<file path="config.mk">
export PLATFORM = sky130hd
export DESIGN_NAME = seqadc_reader
export DESIGN_NICKNAME = d
export VERILOG_FILES = /design/src/rtl/seqadc_pkg.sv /design/src/rtl/seqadc_busy_sync.sv /design/src/rtl/seqadc_seq_fsm.sv /design/src/rtl/seqadc_result_bank.sv /design/src/rtl/seqadc_reader.sv
export SDC_FILE = /design/constraint.sdc
export NUM_CORES = 1
export LEC_CHECK = 0
export ABC_AREA = 0
export BUFFER_PORTS_ARGS = -buffer_cell sky130_fd_sc_hd__buf_2
export CAP_MARGIN = 20
export CORE_MARGIN = 3
export CORE_UTILIZATION = 45
export DETAILED_ROUTE_END_ITERATION = 16
export PLACE_DENSITY = 0.69
export SYNTH_ARGS = -nofsm -noshare
export SYNTH_HDL_FRONTEND = slang
export SYNTH_SLANG_ARGS = --single-unit
</file>
<file path="constraint.sdc">
create_clock -name clk -period 5.7 [get_ports clk]
set_input_delay 0.855 -clock clk [delete_from_list [all_inputs] [get_ports clk]]
set_output_delay 0.855 -clock clk [all_outputs]
set_load 0.005 [all_outputs]
</file>
<file path="src/rtl/seqadc_pkg.sv">
package seqadc_pkg;

   typedef enum logic [3:0] {
      PH_IDLE,
      PH_RST_LO,
      PH_RST_WAIT,
      PH_CONV,
      PH_BUSY,
      PH_CS_LEAD,
      PH_A_LOW,
      PH_A_HIGH,
      PH_B_LOW,
      PH_B_HOLD,
      PH_CS_GAP,
      PH_QUIET
   } phase_t;

   // Round a nanosecond interval up to whole cycles, never below one.
   function automatic int unsigned ns_to_cyc(input int unsigned ns, input int unsigned period);
      int unsigned c;
      c = (ns + period - 1) / period;
      return (c == 0) ? 1 : c;
   endfunction

   function automatic int unsigned umax(input int unsigned a, input int unsigned b);
      return (a > b) ? a : b;
   endfunction

endpackage

</file>
<file path="src/rtl/seqadc_busy_sync.sv">
module seqadc_busy_sync #(
   parameter int unsigned STAGES = 2
) (
   input  logic clk,
   input  logic rst_n,
   input  logic busy_async,
   output logic busy_fall
);
   logic [STAGES-1:0] sync_q;

   always_ff @(posedge clk or negedge rst_n) begin
      if (!rst_n) sync_q <= '0;
      else        sync_q <= {sync_q[STAGES-2:0], busy_async};
   end

   // oldest stage high, next stage low: busy has just fallen
   assign busy_fall = sync_q[STAGES-1] & ~sync_q[STAGES-2];

endmodule

</file>
<file path="src/rtl/seqadc_seq_fsm.sv">
module seqadc_seq_fsm
   import seqadc_pkg::*;
#(
   parameter int unsigned SEQ_LEN = 8,
   parameter int unsigned N_RSTL  = 150,
   parameter int unsigned N_WAIT  = 1875000,
   parameter int unsigned N_CONV  = 7,
   parameter int unsigned N_CS    = 3,
   parameter int unsigned N_RDL   = 4,
   parameter int unsigned N_SAMP  = 3,
   parameter int unsigned N_RDH   = 2,
   parameter int unsigned N_HOLD  = 2,
   parameter int unsigned N_CSH   = 2,
   parameter int unsigned N_QUIET = 7,
   localparam int unsigned CH_W   = (SEQ_LEN > 1) ? $clog2(SEQ_LEN) : 1
) (
   input  logic            clk,
   input  logic            rst_n,
   input  logic            en,
   input  logic            busy_fall,
   output logic            conv,
   output logic            cs_n,
   output logic            rd_n,
   output logic            reset_n,
   output logic            cap_a,
   output logic            cap_b,
   output logic [CH_W-1:0] ch
);
   localparam int unsigned N_MAX = umax(umax(umax(N_RSTL, N_WAIT), umax(N_CONV, N_CS)),
                                        umax(umax(N_RDL, N_RDH), umax(umax(N_HOLD, N_CSH), N_QUIET)));
   localparam int unsigned CNT_W = $clog2(N_MAX + 1);

   phase_t           ph, ph_nx;
   logic [CNT_W-1:0] cnt;
   logic [CNT_W-1:0] dur;
   logic             at_end;
   logic             last_ch;

   always_comb begin
      case (ph)
         PH_RST_LO:   dur = CNT_W'(N_RSTL);
         PH_RST_WAIT: dur = CNT_W'(N_WAIT);
         PH_CONV:     dur = CNT_W'(N_CONV);
         PH_CS_LEAD:  dur = CNT_W'(N_CS);
         PH_A_LOW,
         PH_B_LOW:    dur = CNT_W'(N_RDL);
         PH_A_HIGH:   dur = CNT_W'(N_RDH);
         PH_B_HOLD:   dur = CNT_W'(N_HOLD);
         PH_CS_GAP:   dur = CNT_W'(N_CSH);
         PH_QUIET:    dur = CNT_W'(N_QUIET);
         default:     dur = CNT_W'(1);
      endcase
   end

   assign at_end = (cnt == dur - 1'b1);

   always_comb begin
      ph_nx = ph;
      case (ph)
         PH_IDLE:     ph_nx = PH_RST_LO;
         PH_RST_LO:   if (at_end) ph_nx = PH_RST_WAIT;
         PH_RST_WAIT: if (at_end) ph_nx = PH_CONV;
         PH_CONV:     if (at_end) ph_nx = PH_BUSY;
         PH_BUSY:     if (busy_fall) ph_nx = PH_CS_LEAD;
         PH_CS_LEAD:  if (at_end) ph_nx = PH_A_LOW;
         PH_A_LOW:    if (at_end) ph_nx = PH_A_HIGH;
         PH_A_HIGH:   if (at_end) ph_nx = PH_B_LOW;
         PH_B_LOW:    if (at_end) ph_nx = PH_B_HOLD;
         PH_B_HOLD:   if (at_end) ph_nx = last_ch ? PH_QUIET : PH_CS_GAP;
         PH_CS_GAP:   if (at_end) ph_nx = PH_CS_LEAD;
         PH_QUIET:    if (at_end) ph_nx = PH_CONV;
         default:     ph_nx = PH_IDLE;
      endcase
   end

   always_ff @(posedge clk or negedge rst_n) begin
      if (!rst_n) begin
         ph  <= PH_IDLE;
         cnt <= '0;
      end else if (!en) begin
         ph  <= PH_IDLE;
         cnt <= '0;
      end else begin
         ph  <= ph_nx;
         cnt <= (ph_nx != ph) ? '0 : cnt + 1'b1;
      end
   end

   generate
      if (SEQ_LEN == 1) begin : g_single
         assign ch      = '0;
         assign last_ch = 1'b1;
      end else begin : g_multi
         logic [CH_W-1:0] ch_q;
         always_ff @(posedge clk or negedge rst_n) begin
            if (!rst_n)                               ch_q <= '0;
            else if (!en || ph == PH_CONV)            ch_q <= '0;
            else if (ph == PH_B_HOLD && at_end && !last_ch) ch_q <= ch_q + 1'b1;
         end
         assign ch      = ch_q;
         assign last_ch = (ch_q == CH_W'(SEQ_LEN - 1));
      end
   endgenerate

   assign cap_a   = en && (ph == PH_A_LOW) && (cnt == CNT_W'(N_SAMP - 1));
   assign cap_b   = en && (ph == PH_B_LOW) && (cnt == CNT_W'(N_SAMP - 1));

   assign conv    = (ph == PH_CONV);
   assign reset_n = (ph != PH_RST_LO);
   assign rd_n    = !((ph == PH_A_LOW) || (ph == PH_B_LOW));
   assign cs_n    = !((ph == PH_CS_LEAD) || (ph == PH_A_LOW) || (ph == PH_A_HIGH) ||
                      (ph == PH_B_LOW) || (ph == PH_B_HOLD));

endmodule

</file>
<file path="src/rtl/seqadc_result_bank.sv">
module seqadc_result_bank #(
   parameter int unsigned SEQ_LEN = 8,
   parameter int unsigned DATA_W  = 16,
   localparam int unsigned CH_W   = (SEQ_LEN > 1) ? $clog2(SEQ_LEN) : 1
) (
   input  logic                      clk,
   input  logic                      rst_n,
   input  logic                      cap,
   input  logic [CH_W-1:0]           ch,
   input  logic [DATA_W-1:0]         din,
   output logic [SEQ_LEN*DATA_W-1:0] words,
   output logic                      vld,
   output logic [CH_W-1:0]           vld_ch
);
   for (genvar g = 0; g < SEQ_LEN; g++) begin : g_slot
      logic [DATA_W-1:0] word_q;
      always_ff @(posedge clk or negedge rst_n) begin
         if (!rst_n)                         word_q <= '0;
         else if (cap && ch == CH_W'(g))     word_q <= din;
      end
      assign words[g*DATA_W +: DATA_W] = word_q;
   end

   always_ff @(posedge clk or negedge rst_n) begin
      if (!rst_n) begin
         vld    <= 1'b0;
         vld_ch <= '0;
      end else begin
         vld <= cap;
         if (cap) vld_ch <= ch;
      end
   end

endmodule

</file>
<file path="src/rtl/seqadc_reader.sv">
module seqadc_reader
   import seqadc_pkg::*;
#(
   parameter int unsigned CLK_NS      = 8,
   parameter int unsigned DATA_W      = 16,
   parameter int unsigned SEQ_LEN     = 8,
   parameter int unsigned SYNC_STAGES = 2,
   parameter int unsigned RST_LOW_NS  = 1200,
   parameter int unsigned STARTUP_NS  = 15000000,
   parameter int unsigned CONV_NS     = 50,
   parameter int unsigned CS_LEAD_NS  = 20,
   parameter int unsigned RD_LOW_NS   = 30,
   parameter int unsigned SAMPLE_NS   = 20,
   parameter int unsigned RD_GAP_NS   = 10,
   parameter int unsigned RD_HOLD_NS  = 10,
   parameter int unsigned CS_GAP_NS   = 10,
   parameter int unsigned QUIET_NS    = 50,
   parameter logic [1:0]  RANGE_SEL   = 2'b01,
   parameter logic [2:0]  OS_RATIO    = 3'b000,
   localparam int unsigned CH_W       = (SEQ_LEN > 1) ? $clog2(SEQ_LEN) : 1
) (
   input  logic                      clk,
   input  logic                      rst_n,
   input  logic                      en,
   input  logic                      adc_busy,
   input  logic [DATA_W-1:0]         adc_data,
   output logic                      adc_conv,
   output logic                      adc_cs_n,
   output logic                      adc_rd_n,
   output logic                      adc_reset_n,
   output logic [1:0]                range_sel,
   output logic [2:0]                os_ratio,
   output logic [SEQ_LEN*DATA_W-1:0] res_a,
   output logic [SEQ_LEN*DATA_W-1:0] res_b,
   output logic                      a_valid,
   output logic                      b_valid,
   output logic [CH_W-1:0]           valid_ch
);
   localparam int unsigned N_SAMP = ns_to_cyc(SAMPLE_NS, CLK_NS);
   localparam int unsigned N_RDL  = umax(ns_to_cyc(RD_LOW_NS, CLK_NS), N_SAMP + 1);

   if (CLK_NS == 0)                   begin : g_bad_clk   $error("CLK_NS must be nonzero"); end
   if (SEQ_LEN < 1 || SEQ_LEN > 8)    begin : g_bad_seq   $error("SEQ_LEN must be 1..8"); end
   if (SYNC_STAGES < 2)               begin : g_bad_sync  $error("SYNC_STAGES must be >= 2"); end
   if (RANGE_SEL == 2'b00)            begin : g_bad_range $error("RANGE_SEL 00 is not a valid range"); end
   if (DATA_W == 0)                   begin : g_bad_width $error("DATA_W must be nonzero"); end

   logic            busy_fall;
   logic            cap_a, cap_b;
   logic [CH_W-1:0] ch;
   logic [CH_W-1:0] ch_a, ch_b;

   seqadc_busy_sync #(.STAGES(SYNC_STAGES)) u_sync (
      .clk        (clk),
      .rst_n      (rst_n),
      .busy_async (adc_busy),
      .busy_fall  (busy_fall)
   );

   seqadc_seq_fsm #(
      .SEQ_LEN (SEQ_LEN),
      .N_RSTL  (ns_to_cyc(RST_LOW_NS, CLK_NS)),
      .N_WAIT  (ns_to_cyc(STARTUP_NS, CLK_NS)),
      .N_CONV  (ns_to_cyc(CONV_NS, CLK_NS)),
      .N_CS    (ns_to_cyc(CS_LEAD_NS, CLK_NS)),
      .N_RDL   (N_RDL),
      .N_SAMP  (N_SAMP),
      .N_RDH   (ns_to_cyc(RD_GAP_NS, CLK_NS)),
      .N_HOLD  (ns_to_cyc(RD_HOLD_NS, CLK_NS)),
      .N_CSH   (ns_to_cyc(CS_GAP_NS, CLK_NS)),
      .N_QUIET (ns_to_cyc(QUIET_NS, CLK_NS))
   ) u_fsm (
      .clk       (clk),
      .rst_n     (rst_n),
      .en        (en),
      .busy_fall (busy_fall),
      .conv      (adc_conv),
      .cs_n      (adc_cs_n),
      .rd_n      (adc_rd_n),
      .reset_n   (adc_reset_n),
      .cap_a     (cap_a),
      .cap_b     (cap_b),
      .ch        (ch)
   );

   seqadc_result_bank #(.SEQ_LEN(SEQ_LEN), .DATA_W(DATA_W)) u_bank_a (
      .clk (clk), .rst_n (rst_n), .cap (cap_a), .ch (ch), .din (adc_data),
      .words (res_a), .vld (a_valid), .vld_ch (ch_a)
   );

   seqadc_result_bank #(.SEQ_LEN(SEQ_LEN), .DATA_W(DATA_W)) u_bank_b (
      .clk (clk), .rst_n (rst_n), .cap (cap_b), .ch (ch), .din (adc_data),
      .words (res_b), .vld (b_valid), .vld_ch (ch_b)
   );

   assign valid_ch  = a_valid ? ch_a : ch_b;
   assign range_sel = RANGE_SEL;
   assign os_ratio  = OS_RATIO;

endmodule

</file>
* Word level (Yosys, flattened, before mapping)
Memories as Yosys holds them, arrays and structs flattened.
Cells that the tools add are included.
** Storage, ports and cells
- ROM bits :: 224
- Output and inout bits :: 270
- Bits in registers :: 294
- Input port bits :: 20
- Memories kept :: 1
** Operators by class
- Add/sub/neg operators :: 3
- Mux-type cells :: 18
- Reductions and logical operators :: 36
- Eq/ne operators :: 22
- Bitwise gates (word level) :: 2
** Memory list
- (name not given) :: words 16, bits a word 14, read ports 1, clocked after memory_dff 0, write ports 0, line seqadc_seq_fsm.sv:40 : case (ph)
** Operator list (count)
- 2-to-1 mux 4 bit :: 11
- one-hot mux 4 bit (11 select lines) :: 1
- 2-to-1 mux 21 bit :: 2
- logical AND 1 bit :: 22
- adder 21 x 1 -> 21 bit (second input constant) :: 1
- == test 21 x 2 -> 1 bit (second input constant) :: 1
- == test 21 bit :: 1
- subtractor 21 x 1 -> 21 bit (second input constant) :: 1
- == test 4 x 3 -> 1 bit (second input constant) :: 4
- == test 4 bit (second input constant) :: 4
- == test 3 bit (second input constant) :: 4
- 2-to-1 mux 3 bit :: 3
- == test 4 x 2 -> 1 bit (second input constant) :: 2
- == test 3 x 2 -> 1 bit (second input constant) :: 2
- logical OR 1 bit :: 6
- == test 4 x 1 -> 1 bit (second input constant) :: 1
- logical NOT 1 bit :: 4
- logical NOT 4 bit :: 1
- != test 4 x 1 -> 1 bit (second input constant) :: 1
- != test 4 bit :: 1
- adder 3 x 1 -> 3 bit (second input constant) :: 1
- == test 3 x 1 -> 1 bit (second input constant) :: 1
- logical NOT 3 bit :: 1
- nonzero test 2 bit :: 1
- other kinds (4) :: 4

* Longest topological paths before layout
An unclocked memory read counts as a cell.
- Word-level depth :: 8
- Depth in mapped cells :: 16
- Gate-level depth less buffers :: 13

* Cells and area by module
A second synthesis with hierarchy kept.
** Unflattened totals
- Cell total of the unflattened synthesis :: 894
- Area, all modules :: 12668.4 um2
** By module, submodules not included
- seqadc_result_bank :: area each 5049.8 um2, sequential area each 3303.2 um2, cells an instance 286, instances 2
- seqadc_seq_fsm :: area each 2426.1 um2, sequential area each 700.7 um2, cells an instance 309, instances 1
- seqadc_reader :: area each 78.8 um2, sequential area each 0.0 um2, cells an instance 10, instances 1
- seqadc_busy_sync :: area each 63.8 um2, sequential area each 50.0 um2, cells an instance 3, instances 1

* Least setup slack after synthesis
No wires, ideal clock.
- Kind :: reg-to-reg
- Start :: register u_fsm.ph[0]
- End :: register u_fsm.ph[2]
- Setup slack :: 2.634 ns
- Library setup time :: 0.069 ns
- Clock period less this slack :: 3.066 ns
- Stages on the path, launching flop included :: 16
- Data arrival time :: 2.996 ns
- Cell sequence :: dfrtp_1 -> buf_2 -> inv_1 -> ha_1 -> buf_6 -> mux2i_1 -> a21oi_1 -> ha_1 -> o211a_1 -> a21oi_1 -> nand3_1 -> xnor2_1 -> nand3_1 -> nor3_4 -> mux2_1 -> nand3_1
** Between the ends
- Cells in the longest elaborated chain, start to end :: 6
- Elaborated cells between the ends (all ways) :: 27
** RTL lines
- start, declared :: line seqadc_seq_fsm.sv:33 : phase_t ph, ph_nx;
- start signal, assigned :: line seqadc_seq_fsm.sv:84 : ph <= ph_nx;
- memory (16 x 14 bit)
- subtractor 21 x 1 -> 21 bit :: line seqadc_seq_fsm.sv:55 : assign at_end = (cnt == dur - 1'b1);
- == test 21 bit :: line seqadc_seq_fsm.sv:55
- 2-to-1 mux 4 bit, or another cell as far along :: line seqadc_seq_fsm.sv:62, seqadc_seq_fsm.sv:71
- one-hot mux 4 bit (11 select lines) * :: line seqadc_seq_fsm.sv:59 : case (ph)
- 2-to-1 mux 4 bit * :: line seqadc_seq_fsm.sv:80 : end else if (!en) begin
Mark *: on every way between the ends. The rest lies on a longest branch, timed or not.
A chain may end at the register's enable or synchronous reset.

* Worst setup path in the final report
- Start :: register u_fsm.ph[0]
- End :: register u_fsm.cnt[14]
** Between the ends
- Cells in the longest elaborated chain, start to end :: 8
- Elaborated cells between the ends (all ways) :: 30
** RTL lines
- memory (16 x 14 bit)
- subtractor 21 x 1 -> 21 bit :: line seqadc_seq_fsm.sv:55
- == test 21 bit :: line seqadc_seq_fsm.sv:55
- 2-to-1 mux 4 bit, or another cell as far along :: line seqadc_seq_fsm.sv:62, seqadc_seq_fsm.sv:71
- one-hot mux 4 bit (11 select lines) :: line seqadc_seq_fsm.sv:59
- != test 4 bit * :: line seqadc_seq_fsm.sv:85 : cnt <= (ph_nx != ph) ? '0 : cnt + 1'b1;
- 2-to-1 mux 21 bit * :: line seqadc_seq_fsm.sv:85
- 2-to-1 mux 21 bit * :: line seqadc_seq_fsm.sv:80
- end signal, assigned :: line seqadc_seq_fsm.sv:85
- end, declared :: line seqadc_seq_fsm.sv:34 : logic [CNT_W-1:0] cnt;
Marks and branches as above.

==> flow_summary.html <==
<table>
<tr><th>Metric</th><th>Value</th></tr>
<tr><th colspan="2">Worst setup path</th></tr>
<tr><td>Worst setup path start</td><td>u_fsm.ph[0]</td></tr>
<tr><td>Critical Path RT</td><td>a little over 6 ns</td></tr>
<tr><td>Setup slack, reg-to-reg</td><td>between 1.5 and 2 ns</td></tr>
<tr><td>Arrival @ worst endpoint</td><td>4.22 ns</td></tr>
<tr><td>End point of the critical path</td><td>u_fsm.cnt[14]</td></tr>
<tr><td>Type of origin of the critical path</td><td>flop</td></tr>
<tr><td>Critical Path Slowest Stage Cell</td><td>sky130_fd_sc_hd__ha_1</td></tr>
<tr><td>Number of cell instances on the worst register-to-register path</td><td>10</td></tr>
<tr><td>Worst r2r dst</td><td>u_fsm.cnt[14]</td></tr>
<tr><td>Cells traversed along the worst timing path</td><td>inv_1, ha_1, or3b_1, xnor2_1, or3_1, a211oi_2, nand2_1, o31ai_1, a21o_1, nor2_1</td></tr>
<tr><td>CP peak stage delay</td><td>between 0.6 and 0.7 ns</td></tr>
<tr><td>Start-to-end type of the worst setup path</td><td>reg2reg</td></tr>
<tr><td>Endpoint kind of the worst setup timing path</td><td>flop</td></tr>
<tr><td>Largest driver fanout on the critical path</td><td>21</td></tr>
<tr><td>Startpoint of the most critical register-to-register path</td><td>u_fsm.ph[0]</td></tr>
<tr><th colspan="2">Global routing</th></tr>
<tr><td>Met2 track utilization from global routing</td><td>34.0%</td></tr>
<tr><td>Via count of the first global-routing pass</td><td>between 8000 and 9000</td></tr>
<tr><td>Met3 Usage GRT</td><td>between 4 and 5%</td></tr>
<tr><td>GRT Overall Usage</td><td>about a fifth</td></tr>
<tr><td>GR Overflow Total</td><td>0</td></tr>
<tr><td>Global route hottest layer</td><td>met2</td></tr>
<tr><td>Met1 GRT Util</td><td>around 29%</td></tr>
<tr><td>Maximum number of pins on one net before global-route repair</td><td>~130</td></tr>
<tr><td>Antenna violations before repair</td><td>0</td></tr>
<tr><td>Wire length of the first global-routing pass</td><td>a little under 50000 um</td></tr>
<tr><th colspan="2">Timing</th></tr>
<tr><td>RSZ-0062 raised after global routing</td><td>no</td></tr>
<tr><td>Worst slew margin relative to its limit</td><td>between 30% and 40%</td></tr>
<tr><td>Transition time at the pin with the least slew margin</td><td>~1 ns</td></tr>
<tr><td>Final critical delay including setup and external delays</td><td>around 3.8 ns</td></tr>
<tr><td>Fin. max-slew vios</td><td>0</td></tr>
<tr><td>Period utilisation layout</td><td>between 60% and 70%</td></tr>
<tr><td>Aggregate negative setup slack</td><td>0 ns</td></tr>
<tr><td>Clock skew</td><td>0.0142 ns</td></tr>
<tr><td>Final Hold Viols</td><td>0</td></tr>
<tr><td>Count of final setup violators</td><td>0</td></tr>
<tr><td>Maximum operating frequency</td><td>around 0.26 GHz</td></tr>
<tr><th colspan="2">Floorplan</th></tr>
<tr><td>Std-Cell Core Area</td><td>about 27000 um2</td></tr>
<tr><td>Io pins</td><td>290</td></tr>
<tr><td>Die width</td><td>172 um</td></tr>
<tr><td>Overall die height</td><td>between 150 and 200 um</td></tr>
<tr><td>Initial core utilization</td><td>approximately 46%</td></tr>
<tr><td>Die footprint</td><td>29500 um2</td></tr>
<tr><td>Number of rows in the core area</td><td>60</td></tr>
<tr><th colspan="2">Clock tree</th></tr>
<tr><td>Clock transition at the register clock pins on the worst setup and hold paths after CTS</td><td>approximately 0.06 ns</td></tr>
<tr><td>Clk_lat worst skew</td><td>roughly 0.56 ns</td></tr>
<tr><td>Buffers from clock root to sink, at most</td><td>3</td></tr>
<tr><td>Post-CTS Resized</td><td>0</td></tr>
<tr><td>Clock tree root driver cell</td><td>sky130_fd_sc_hd__clkbuf_16</td></tr>
<tr><td>CTS Buf Count</td><td>31</td></tr>
<tr><td>Maximum level of the CTS H-tree</td><td>1</td></tr>
<tr><td>CTS tree</td><td>done</td></tr>
<tr><td>Number of buffers inserted by post-CTS setup repair</td><td>0</td></tr>
<tr><td>Clock sink count</td><td>294</td></tr>
<tr><td>Post-CTS Hold Fix Bufs</td><td>0</td></tr>
<tr><th colspan="2">Layout</th></tr>
<tr><td>Net count reported at finish</td><td>1191</td></tr>
<tr><td>Layout cell share with drive strength beyond 1</td><td>between 50% and 60%</td></tr>
<tr><td>Ant diodes</td><td>0</td></tr>
<tr><td>Area grow syn2layout</td><td>21.7%</td></tr>
<tr><td>Number of standard cells in the layout, taps in and fillers out</td><td>1522</td></tr>
<tr><td>Leading cell type in the layout, fill and taps excluded</td><td>sky130_fd_sc_hd__dfrtp_1</td></tr>
<tr><td>Highest-count cells in the layout ignoring fill and taps</td><td>sky130_fd_sc_hd__dfrtp_1, sky130_fd_sc_hd__buf_2, sky130_fd_sc_hd__mux2_2, sky130_fd_sc_hd__nor2_1, sky130_fd_sc_hd__nand2_1</td></tr>
<tr><td>Layout Cell Area excl Fill</td><td>~15000 um2</td></tr>
<tr><th colspan="2">Logic synthesis</th></tr>
<tr><td>Synthesized area divided by synthesized cell count</td><td>between 10 and 15 um2</td></tr>
<tr><td>Unique cell type count in the Yosys netlist</td><td>58</td></tr>
<tr><td>Post-synthesis cell area</td><td>12400 um2</td></tr>
<tr><td>Synthesized netlist cell count</td><td>893</td></tr>
<tr><td>Most instantiated flip-flop cell in the synthesis netlist</td><td>sky130_fd_sc_hd__dfrtp_1</td></tr>
<tr><td>Fraction of registers with async set or reset after synthesis</td><td>100%</td></tr>
<tr><td>Post-synth EDFFs</td><td>0</td></tr>
<tr><td>Synthesis Warnings</td><td>0</td></tr>
<tr><td>Flop and latch count out of synthesis</td><td>a little under 300</td></tr>
<tr><td>Seq/Total Area, Yosys</td><td>between 50% and 60%</td></tr>
<tr><th colspan="2">Routing</th></tr>
<tr><td>DRC errors left</td><td>0</td></tr>
<tr><td>Remaining number of nets flagged by the antenna check after routing</td><td>0</td></tr>
<tr><td>Number of detailed-routing iterations run before antenna repair</td><td>4</td></tr>
<tr><td>First-iteration detailed-routing DRC count</td><td>430</td></tr>
<tr><td>Average wire length per cell after detail routing</td><td>approximately 21 um</td></tr>
<tr><td>Number of vias per cell after detailed routing</td><td>5.37</td></tr>
<tr><td>Detailed-route via count</td><td>8176</td></tr>
<tr><td>Final WL</td><td>32300 um</td></tr>
<tr><th colspan="2">Place</th></tr>
<tr><td>Placed standard-cell area</td><td>~14000 um2</td></tr>
<tr><td>Post-Place Cells</td><td>between 1000 and 1500</td></tr>
<tr><td>Final RePlAce weighted congestion</td><td>~0.86</td></tr>
<tr><td>Port Buffers</td><td>about 280</td></tr>
<tr><td>HPWL Detailed</td><td>between 20000 and 25000 um</td></tr>
<tr><th colspan="2">Hold path</th></tr>
<tr><td>Min-delay worst type</td><td>in2async</td></tr>
<tr><th colspan="2">Pwr</th></tr>
<tr><td>Worst vdd rail ir drop</td><td>roughly 250 uV</td></tr>
<tr><td>Power density over the cells</td><td>between 200 and 300 nW/um2</td></tr>
<tr><td>Cell leakage power</td><td>between 8 and 9 nW</td></tr>
<tr><th colspan="2">Run status</th></tr>
<tr><td>Run status</td><td>complete, no violations</td></tr>
<tr><th colspan="2">Job</th></tr>
<tr><td>Max-cap check violation count</td><td>0</td></tr>
</table>
==> how the worst min path moves through the flow <==
stage | startpoint | to | slack, ns | cells past startpoint
2_1_floorplan | u_sync.sync_q[0] | u_sync.sync_q[1] | 0.35 | 0
3_3_place_gp | u_sync.sync_q[0] | u_sync.sync_q[1] | 0.36 | 0
3_5_place_dp | u_sync.sync_q[0] | u_sync.sync_q[1] | 0.36 | 0
4_1_cts | rst_n | u_bank_b.g_slot[7].word_q[10] | 0.37 | 1
5_1_grt | u_sync.sync_q[0] | u_sync.sync_q[1] | 0.39 | 0
6_report | rst_n | u_bank_b.g_slot[7].word_q[9] | 0.35 | 1
==> sequential cells by signal (all words and copies together) (netlist names) <==
name	flops
u_sync.sync_q	2
u_bank_a.vld_ch	3
u_bank_b.vld_ch	3
u_bank_b.g_slot.word_q	128
u_bank_a.g_slot.word_q	128
u_fsm.ph	4
u_bank_a.vld	1
u_bank_b.vld	1
u_fsm.cnt	21
u_fsm.ch	3
==> worst max-delay path: cells and delay by family, from the launching register on <==
kind | cells | cell delay (ns)
AO/OA/AOI/OAI | 3 | 1.10
flip-flops | 1 | 0.50
XOR/XNOR | 1 | 0.17
buffers and inverters | 1 | 0.21
AND/OR/NAND/NOR | 4 | 1.04
adder cells (fa/ha/maj) | 1 | 0.63
==> synth_stat cells, types with 3 or more instances <==
cell type,count,share of area [%]
sky130_fd_sc_hd__dfrtp_1,294,60
sky130_fd_sc_hd__o211ai_1,5,0.30
sky130_fd_sc_hd__nor3_1,6,0.24
sky130_fd_sc_hd__nor2_1,45,1.4
sky130_fd_sc_hd__o21ai_0,14,0.57
sky130_fd_sc_hd__nand2b_1,4,0.20
sky130_fd_sc_hd__nor2b_1,6,0.30
sky130_fd_sc_hd__buf_2,19,0.77
sky130_fd_sc_hd__xor2_1,12,0.85
sky130_fd_sc_hd__xnor2_1,11,0.78
sky130_fd_sc_hd__nand2_1,32,0.97
sky130_fd_sc_hd__ha_1,14,1.4
sky130_fd_sc_hd__or3_1,3,0.15
sky130_fd_sc_hd__and3_1,8,0.40
sky130_fd_sc_hd__mux2_2,268,24
sky130_fd_sc_hd__clkbuf_1,33,1.0
sky130_fd_sc_hd__and2_1,7,0.35
sky130_fd_sc_hd__o21a_1,3,0.18
sky130_fd_sc_hd__mux2i_1,8,0.65
sky130_fd_sc_hd__inv_1,12,0.36
sky130_fd_sc_hd__nor4_1,3,0.15
sky130_fd_sc_hd__buf_4,5,0.30
sky130_fd_sc_hd__a21oi_1,13,0.53
sky130_fd_sc_hd__nand3_1,14,0.57
sky130_fd_sc_hd__nand4_1,13,0.66
==> cell type report <==
cell class / count / area [um2]
Fill cell: 2294 / 11900
Sequential cell: 294 / 7360
Multi-Input combinational cell: 532 / 4700
Timing Repair Buffer: 286 / 1460
Clock buffer: 46 / 902
Tap cell: 341 / 427
Clock inverter: 11 / 149
Inverter: 12 / 45.0
==> per-stage QoR <==
step	setup slack [ns]	power, mW	hold WS (ns)	utilization [%]
2_1_floorplan	2.63	2.32	0.346	-
3_3_place_gp	1.97	2.43	0.364	51.9
3_5_place_dp	1.92	2.43	0.365	51.9
4_1_cts	1.91	4.49	0.370	55.8
5_1_grt	1.54	4.61	0.389	55.8
6_report	1.90	4.45	0.348	55.8
==> report_power, final <==
group	internal, mW	switching (mW)	total [mW]	leakage [nW]
clock network	1.23	0.821	2.05	0.522
registers	2.09	0.0122	2.10	4.10
logic	0.0840	0.205	0.289	3.81
total	3.41	1.04	4.45	8.44
==> kinds of logic (layout without fill, tap and decap cells) <==
kind of cell,count (synthesis),after routing,synth area share [%]
flip-flops,294,294,59.5
AND/OR/NAND/NOR,156,156,6.58
AO/OA/AOI/OAI,57,57,3.11
XOR/XNOR,23,23,1.63
multiplexers,277,277,25.2
buffers and inverters,70,355,2.53
adder cells (fa/ha/maj),14,14,1.42
other,2,5,0.0608
==> metal layers <==
layer,up-vias,part of all wire [%],routed length (um)
met3,61,7.2,2320
met2,275,47,15100
li1,3686,-,-
met5,-,0,0
met4,0,3.4,1120
met1,4154,43,13800
No activity file was read; power rests on OpenSTA's default activity.
